[config.mk]
export PLATFORM = sky130hd
export DESIGN_NAME = vlcfg_unit
export DESIGN_NICKNAME = d
export VERILOG_FILES = /design/src/rtl/vlcfg_pkg.sv /design/src/rtl/vlcfg_ctrl.sv /design/src/rtl/vlcfg_dpath.sv /design/src/rtl/vlcfg_unit.sv
export SDC_FILE = /design/constraint.sdc
export NUM_CORES = 1
export LEC_CHECK = 0
export ABC_AREA = 1
export ABC_CLOCK_PERIOD_IN_PS = 3300
export CAP_MARGIN = 20
export CORE_MARGIN = 10
export CORE_UTILIZATION = 33
export DETAILED_ROUTE_END_ITERATION = 6
export PLACE_DENSITY = 0.89
export SYNTH_ARGS = -nofsm -noshare
export SYNTH_HDL_FRONTEND = slang
export SYNTH_SLANG_ARGS = --single-unit
[constraint.sdc]
create_clock -name clk -period 3.3 [get_ports clk]
set_input_delay 0.66 -clock clk [delete_from_list [all_inputs] [get_ports clk]]
set_output_delay 0.66 -clock clk [all_outputs]
set_load 0.05 [all_outputs]
[src/rtl/vlcfg_pkg.sv]
package vlcfg_pkg;

  // Where the requested vector length comes from.
  typedef enum logic [1:0] {
    SRC_HOLD = 2'd0,  // current VL, re-limited against MVL
    SRC_IMM  = 2'd1,  // immediate plus one
    SRC_CTR  = 2'd2,  // loop counter
    SRC_RA   = 2'd3   // source operand value
  } vlSrc_e;

  // Strobes from control to datapath, valid in the accepting cycle.
  typedef struct packed {
    logic   accept;
    logic   loadMvl;
    logic   loadVl;
    vlSrc_e vlSrc;
    logic   soCheck;
    logic   rtWrite;
    logic   crWrite;
    logic   step;
  } ctrlStrobe_t;

endpackage

[src/rtl/vlcfg_ctrl.sv]
module vlcfg_ctrl
  import vlcfg_pkg::*;
#(
  parameter int REG_IDX_W = 5
) (
  input  logic                 clk,
  input  logic                 rstN,
  input  logic                 reqValid,
  input  logic [REG_IDX_W-1:0] rtIdx,
  input  logic [REG_IDX_W-1:0] raIdx,
  input  logic                 msBit,
  input  logic                 vsBit,
  input  logic                 vfBit,
  input  logic                 rcBit,
  output logic                 reqReady,
  output ctrlStrobe_t          strobe
);

  logic readyQ;
  logic accept;
  logic rtZero;
  logic raZero;
  logic isStep;
  logic isGet;

  // Readiness rises on the first edge after reset and stays up.
  always_ff @(posedge clk) begin
    if (!rstN) readyQ <= 1'b0;
    else       readyQ <= 1'b1;
  end

  assign reqReady = readyQ;

  always_comb begin
    accept = reqValid && readyQ;
    rtZero = (rtIdx == '0);
    raZero = (raIdx == '0);
    // The step bit only counts when neither length is being set.
    isStep = vfBit && !vsBit && !msBit;
    isGet  = !vfBit && !vsBit && !msBit;

    strobe         = '0;
    strobe.accept  = accept;
    strobe.loadMvl = accept && msBit;
    strobe.loadVl  = accept && (vsBit || msBit);

    if (vsBit) begin
      if (raZero) strobe.vlSrc = rtZero ? SRC_IMM : SRC_CTR;
      else        strobe.vlSrc = SRC_RA;
    end else begin
      strobe.vlSrc = SRC_HOLD;
    end

    // Overflow is reported only for the immediate and counter sources.
    strobe.soCheck = rcBit && vsBit && raZero;
    strobe.rtWrite = accept && !rtZero && (vsBit || isGet);
    strobe.crWrite = accept && rcBit && !isStep;
    strobe.step    = accept && isStep;
  end

endmodule

[src/rtl/vlcfg_dpath.sv]
module vlcfg_dpath
  import vlcfg_pkg::*;
#(
  parameter int DATA_W    = 64,
  parameter int IMM_W     = 7,
  parameter int REG_IDX_W = 5
) (
  input  logic                 clk,
  input  logic                 rstN,
  input  ctrlStrobe_t          strobe,
  input  logic [IMM_W-1:0]     immField,
  input  logic [DATA_W-1:0]    raVal,
  input  logic [DATA_W-1:0]    ctrVal,
  input  logic [REG_IDX_W-1:0] rtIdx,
  output logic                 rspValid,
  output logic                 rtWe,
  output logic [REG_IDX_W-1:0] rtWrIdx,
  output logic [DATA_W-1:0]    rtData,
  output logic                 crWe,
  output logic [3:0]           crNibble,
  output logic                 stepReq,
  output logic [IMM_W:0]       mvl,
  output logic [IMM_W:0]       vl
);

  localparam int LEN_W = IMM_W + 1;
  localparam logic [LEN_W-1:0] LEN_ONE = LEN_W'(1);

  logic [LEN_W-1:0]  mvlQ;
  logic [LEN_W-1:0]  vlQ;
  logic [LEN_W-1:0]  immPlus;
  logic [LEN_W-1:0]  mvlNext;
  logic [LEN_W-1:0]  vlNext;
  logic [DATA_W-1:0] reqWide;
  logic [DATA_W-1:0] mvlWide;
  logic              reqBelow;
  logic              overflow;
  logic [3:0]        crNext;

  always_comb begin
    immPlus = {1'b0, immField} + LEN_ONE;
    // A new MVL takes effect before VL is limited against it.
    mvlNext = strobe.loadMvl ? immPlus : mvlQ;

    unique case (strobe.vlSrc)
      SRC_IMM:  reqWide = DATA_W'(immPlus);
      SRC_CTR:  reqWide = ctrVal;
      SRC_RA:   reqWide = raVal;
      default:  reqWide = DATA_W'(vlQ);
    endcase

    // The full-width compare keeps large operands from being truncated.
    mvlWide  = DATA_W'(mvlNext);
    reqBelow = (reqWide < mvlWide);
    if (strobe.loadVl) vlNext = reqBelow ? reqWide[LEN_W-1:0] : mvlNext;
    else               vlNext = vlQ;

    overflow = strobe.soCheck && (reqWide > mvlWide);
    crNext   = {1'b0, (vlNext != '0), (vlNext == '0), overflow};
  end

  always_ff @(posedge clk) begin
    if (!rstN) begin
      mvlQ     <= LEN_ONE;
      vlQ      <= LEN_ONE;
      rspValid <= 1'b0;
      rtWe     <= 1'b0;
      rtWrIdx  <= '0;
      rtData   <= '0;
      crWe     <= 1'b0;
      crNibble <= '0;
      stepReq  <= 1'b0;
    end else begin
      mvlQ     <= mvlNext;
      vlQ      <= vlNext;
      rspValid <= strobe.accept;
      rtWe     <= strobe.rtWrite;
      rtWrIdx  <= strobe.rtWrite ? rtIdx : '0;
      rtData   <= strobe.rtWrite ? DATA_W'(vlNext) : '0;
      crWe     <= strobe.crWrite;
      crNibble <= strobe.crWrite ? crNext : '0;
      stepReq  <= strobe.step;
    end
  end

  assign mvl = mvlQ;
  assign vl  = vlQ;

endmodule

[src/rtl/vlcfg_unit.sv]
module vlcfg_unit
  import vlcfg_pkg::*;
#(
  parameter int DATA_W    = 64,
  parameter int IMM_W     = 7,
  parameter int REG_IDX_W = 5
) (
  input  logic                 clk,
  input  logic                 rstN,
  input  logic                 reqValid,
  output logic                 reqReady,
  input  logic [REG_IDX_W-1:0] rtIdx,
  input  logic [REG_IDX_W-1:0] raIdx,
  input  logic [DATA_W-1:0]    raVal,
  input  logic [DATA_W-1:0]    ctrVal,
  input  logic [IMM_W-1:0]     immField,
  input  logic                 msBit,
  input  logic                 vsBit,
  input  logic                 vfBit,
  input  logic                 rcBit,
  output logic                 rspValid,
  output logic                 rtWe,
  output logic [REG_IDX_W-1:0] rtWrIdx,
  output logic [DATA_W-1:0]    rtData,
  output logic                 crWe,
  output logic [3:0]           crNibble,
  output logic                 stepReq,
  output logic [IMM_W:0]       mvl,
  output logic [IMM_W:0]       vl
);

  ctrlStrobe_t strobe;

  vlcfg_ctrl #(.REG_IDX_W(REG_IDX_W)) uCtrl (
    .clk      (clk),
    .rstN     (rstN),
    .reqValid (reqValid),
    .rtIdx    (rtIdx),
    .raIdx    (raIdx),
    .msBit    (msBit),
    .vsBit    (vsBit),
    .vfBit    (vfBit),
    .rcBit    (rcBit),
    .reqReady (reqReady),
    .strobe   (strobe)
  );

  vlcfg_dpath #(
    .DATA_W    (DATA_W),
    .IMM_W     (IMM_W),
    .REG_IDX_W (REG_IDX_W)
  ) uDpath (
    .clk      (clk),
    .rstN     (rstN),
    .strobe   (strobe),
    .immField (immField),
    .raVal    (raVal),
    .ctrVal   (ctrVal),
    .rtIdx    (rtIdx),
    .rspValid (rspValid),
    .rtWe     (rtWe),
    .rtWrIdx  (rtWrIdx),
    .rtData   (rtData),
    .crWe     (crWe),
    .crNibble (crNibble),
    .stepReq  (stepReq),
    .mvl      (mvl),
    .vl       (vl)
  );

endmodule

==> impl_summary.log <==
INFO  metric timing_max_transition_violations_final = 0
INFO  metric cts.root.buffer_cell = clkbuf_8
INFO  metric violations = setup timing
INFO  metric setup_viol_count_final = 4
INFO  metric holdPathStages = 3
INFO  metric grt_antenna_before_repair = 0
INFO  metric route.final.wire_length = about 16 mm
INFO  metric grt.total_usage = 0.2093
INFO  metric hold_slack = 0.5847 ns
INFO  metric htree_levels = 2
INFO  metric flow.area_growth_from_synthesis = 99.83%
INFO  metric diodes = 0
INFO  metric run_status = finished, violations left
INFO  metric start_util = 0.3369
INFO  metric worst_slack_setup_final = -0.04047 ns
INFO  metric synth_top_area_cell = dfxtp_1
INFO  metric muxShareOfSynthArea = 0.01032
INFO  metric worst_ep_arrival_time = 3.57 ns
INFO  metric worstSetupEndpointType = flip-flop
INFO  metric worst_r2r_startpoint = uCtrl.reqReady$_DFF_P_
INFO  metric synth_top_flop_cell = dfxtp_1
INFO  metric crit_path_max_fanout = 6
INFO  metric cell_count_after_synthesis = 471
INFO  metric timing_worst_slew_pin_value = 0.5840 ns
INFO  metric syn_area_per_cell = just over 6 um^2
INFO  metric crit_path_largest_cell_delay = about 0.27 ns
INFO  metric cts_tree = built
INFO  metric reg2reg_depth = 23
INFO  metric drt_first_pass_iters = 5
INFO  metric post-route-period-util = 1.012
INFO  metric report.final.hold_viol_count = 0
INFO  metric synth.area.top_cells = dfxtp_1 (25%), nor2_1 (15%), buf_4 (15%)
INFO  metric rows = 34
INFO  metric hpwlAfterDp = roughly 11 mm
INFO  metric fin_crit = approximately 3.3 ns
INFO  metric syn_area = 0.002909 mm^2
INFO  metric postRouteAntennaNets = 0
INFO  metric peak_freq = around 300 MHz
INFO  metric die_x = 113.9 um
INFO  metric unrepaired_setup_endpoints_after_global_routing = true
INFO  metric worst_skew_pair.late_latency = between 0.2 and 0.3 ns
INFO  metric vias_per_cell = 4.659
INFO  metric largest_net_degree_at_the_start_of_global_routing = 16
INFO  metric cp_common_cell = nand2_2
INFO  metric synth_adder_area_share = 0.03871
INFO  metric max-cap-violations = 0
INFO  metric total_leakage_power = about 0.0027 uW
INFO  metric remaining_drc_errors = 0
INFO  metric post-synth-top-count-cell = nor2_1
INFO  metric main_combinational_cell_family_by_area_after_synthesis = simple AND/OR/NAND/NOR gates
INFO  metric grt_pass1_vias = 4148
INFO  metric critical_path_class = primary input to flip-flop
INFO  metric cp-startpoint = raIdx[1]
INFO  metric ys_seq_elements = 37
INFO  metric worst-endpoint-required = 3.53 ns
INFO  metric worst_setup_path_start_kind = primary input
INFO  metric worstHoldPathType = primary input to flip-flop
INFO  metric asyncSetResetFlopFracSynth = 0
INFO  metric io_pins = about 250
INFO  metric post_layout_nonfiller_instances = 857
INFO  metric place_ws = -0.5854 ns
INFO  metric placed_cells_incl_taps = 807
INFO  metric route.detailed.wl_per_inst = 18.27 um
INFO  metric part_of_the_yosys_area_used_for_sequential_elements = 0.2546
INFO  metric final_layout_size_suffix_gt1_frac = 0.2844
INFO  metric synth_cell_type_count = 32
INFO  metric core-area = 0.008636 mm^2
INFO  metric finalSetupTns = -0.1114 ns
INFO  metric cts_made_buffers = 5
INFO  metric worst_path_max_delay_cell = nor2_4
INFO  metric peakVddDrop = between 200 and 250 uV
INFO  metric synth_compound_gate_area_share = 0.05763
INFO  metric worst_min_delay_path_startpoint = rtIdx[1]
INFO  metric final.setup_skew = around 0.0046 ns
INFO  metric grt_remaining_overflow = 0
INFO  metric dieArea = 0.01297 mm^2
INFO  metric worst_relative_slew_slack = 0.6095
INFO  metric path_clk_slew = 0.07 ns
INFO  metric synth_enable_flop_cells = 0
INFO  metric synth_top_area_share = 0.2546
INFO  metric die_h = 113.9 um
INFO  metric route.vias.total = about 4000
INFO  metric synth-warning-count = 0
INFO  metric pwr_density_cell = 263.0 mW/mm^2
INFO  metric synth.cells.most_frequent = nor2_1 (117), nand2_1 (114), buf_4 (57), inv_1 (43), dfxtp_1 (37)
INFO  metric place.gp.congestion = 1.000
INFO  metric clockBufferDepth = 2
INFO  metric clock_sinks = 37
INFO  metric synthesized_area_fraction_occupied_by_and_or_nand_nor_cells = 0.4215
INFO  metric io_buffer_count = ~190
INFO  metric drt_iter0_markers = 401
INFO  metric design.final.nets = 910
INFO  metric grt_pass1_wl = 21.98 mm
INFO  metric synth_xor_xnor_area_share = 0.003011
[worst paths after layout]
kind                                                      end  slack [ns]
worst max-delay path            uDpath.crNibble[2]$_SDFF_PN0_       -0.04
worst min-delay path             uDpath.rtWrIdx[1]$_SDFF_PN0_        0.58
worst max register to register  uDpath.crNibble[2]$_SDFF_PN0_        0.42
worst min register to register     uDpath.rspValid$_SDFF_PN0_        0.67
[per-layer routing]
layer	vias to the layer above	global-route usage	part of all wire
met1	1821	0.2251	0.36
met4	0	0.04929	0.022
met5	-	0	0
met3	41	0.04987	0.089
li1	1890	-	-
met2	241	0.3994	0.53
[layout make-up]
type	count	area, um^2
clock buffers	6	72.57
clock inverters	1	8.758
fillers	695	2823
inverters	44	167.7
multi-input cells	384	2148
flip-flops and latches	37	740.7
well taps	108	135.1
repair buffers	277	2540
[cells in the final DEF, fill, tap and decap left out, drive strengths merged]
| cell | Yosys | routed |
|---|---|---|
| nor4 | 1 | 1 |
| nor2 | 124 | 125 |
| o21ai | 12 | 12 |
| dfxtp | 37 | 37 |
| nor3 | 4 | 4 |
| or2 | 6 | 6 |
| clkbuf | 3 | 17 |
| clkdlybuf4s15 | 0 | 1 |
| buf | 60 | 93 |
| dlymetal6s2s | 0 | 3 |
| ha | 9 | 9 |
| xor2 | 1 | 1 |
| nand3b | 1 | 1 |
| clkdlybuf4s50 | 0 | 168 |
| nand3 | 32 | 32 |
| o21bai | 1 | 1 |
| conb | 1 | 57 |
| o22ai | 1 | 1 |
| clkinv | 0 | 1 |
| nand2 | 117 | 117 |
| o211a | 1 | 1 |
| dlygate4sd2 | 0 | 1 |
| inv | 44 | 44 |
| mux2i | 3 | 3 |
| a21oi | 13 | 13 |
[cells by family after synthesis]
logic type                 Yosys count
other                                1
xor gates and xnor gates             1
adders and majority gates            9
buffers and inverters              107
AOI/OAI and AO/OA                   28
and+or+nand+nor                    285
muxes                                3
DFF                                 37
[report_power, final]
| group | leakage (uW) | total, uW | internal (uW) | switching (uW) |
|---|---|---|---|---|
| Clock | 0.0000412 | 317 | 146 | 171 |
| Combinational | 0.00233 | 745 | 327 | 419 |
| Sequential | 0.000300 | 466 | 458 | 8.30 |
[critical path: cells and delay by family]
kind | cells | cell delay [ns]
AO/OA/AOI/OAI | 2 | 0.16
adder cells (fa/ha/maj) | 1 | 0.24
buffers and inverters | 5 | 0.46
AND/OR/NAND/NOR | 21 | 2.03
[per-stage QoR]
| stage | power, uW | util | instance area (um^2) |
|---|---|---|---|
| after CTS | 1446 | 0.6421 | 5545 |
| after detailed placement | 1083 | 0.5845 | 5047 |
| after floorplan | 846.2 | - | 3119 |
| final | 1529 | 0.6731 | 5813 |
| after global routing | 1584 | 0.6731 | 5813 |
| after global placement | 1077 | 0.5845 | 5047 |
[state kept, by name (all words and copies together), names as in the netlist, 3 cells and up]
| signal | cells |
|---|---|
| uDpath.mvl | 8 |
| uDpath.vl | 8 |
| uDpath.rtData | 8 |
| uDpath.crNibble | 3 |
| uDpath.rtWrIdx | 5 |
[repair_timing]
action	CTS	global route
setup endpoints to repair	18	19
gates cloned	1	1
buffers inserted	31	10
resized for setup	77	97
hold buffers	0	0
pin swaps	42	46
Note: power is estimated with default switching activity, not from simulation.
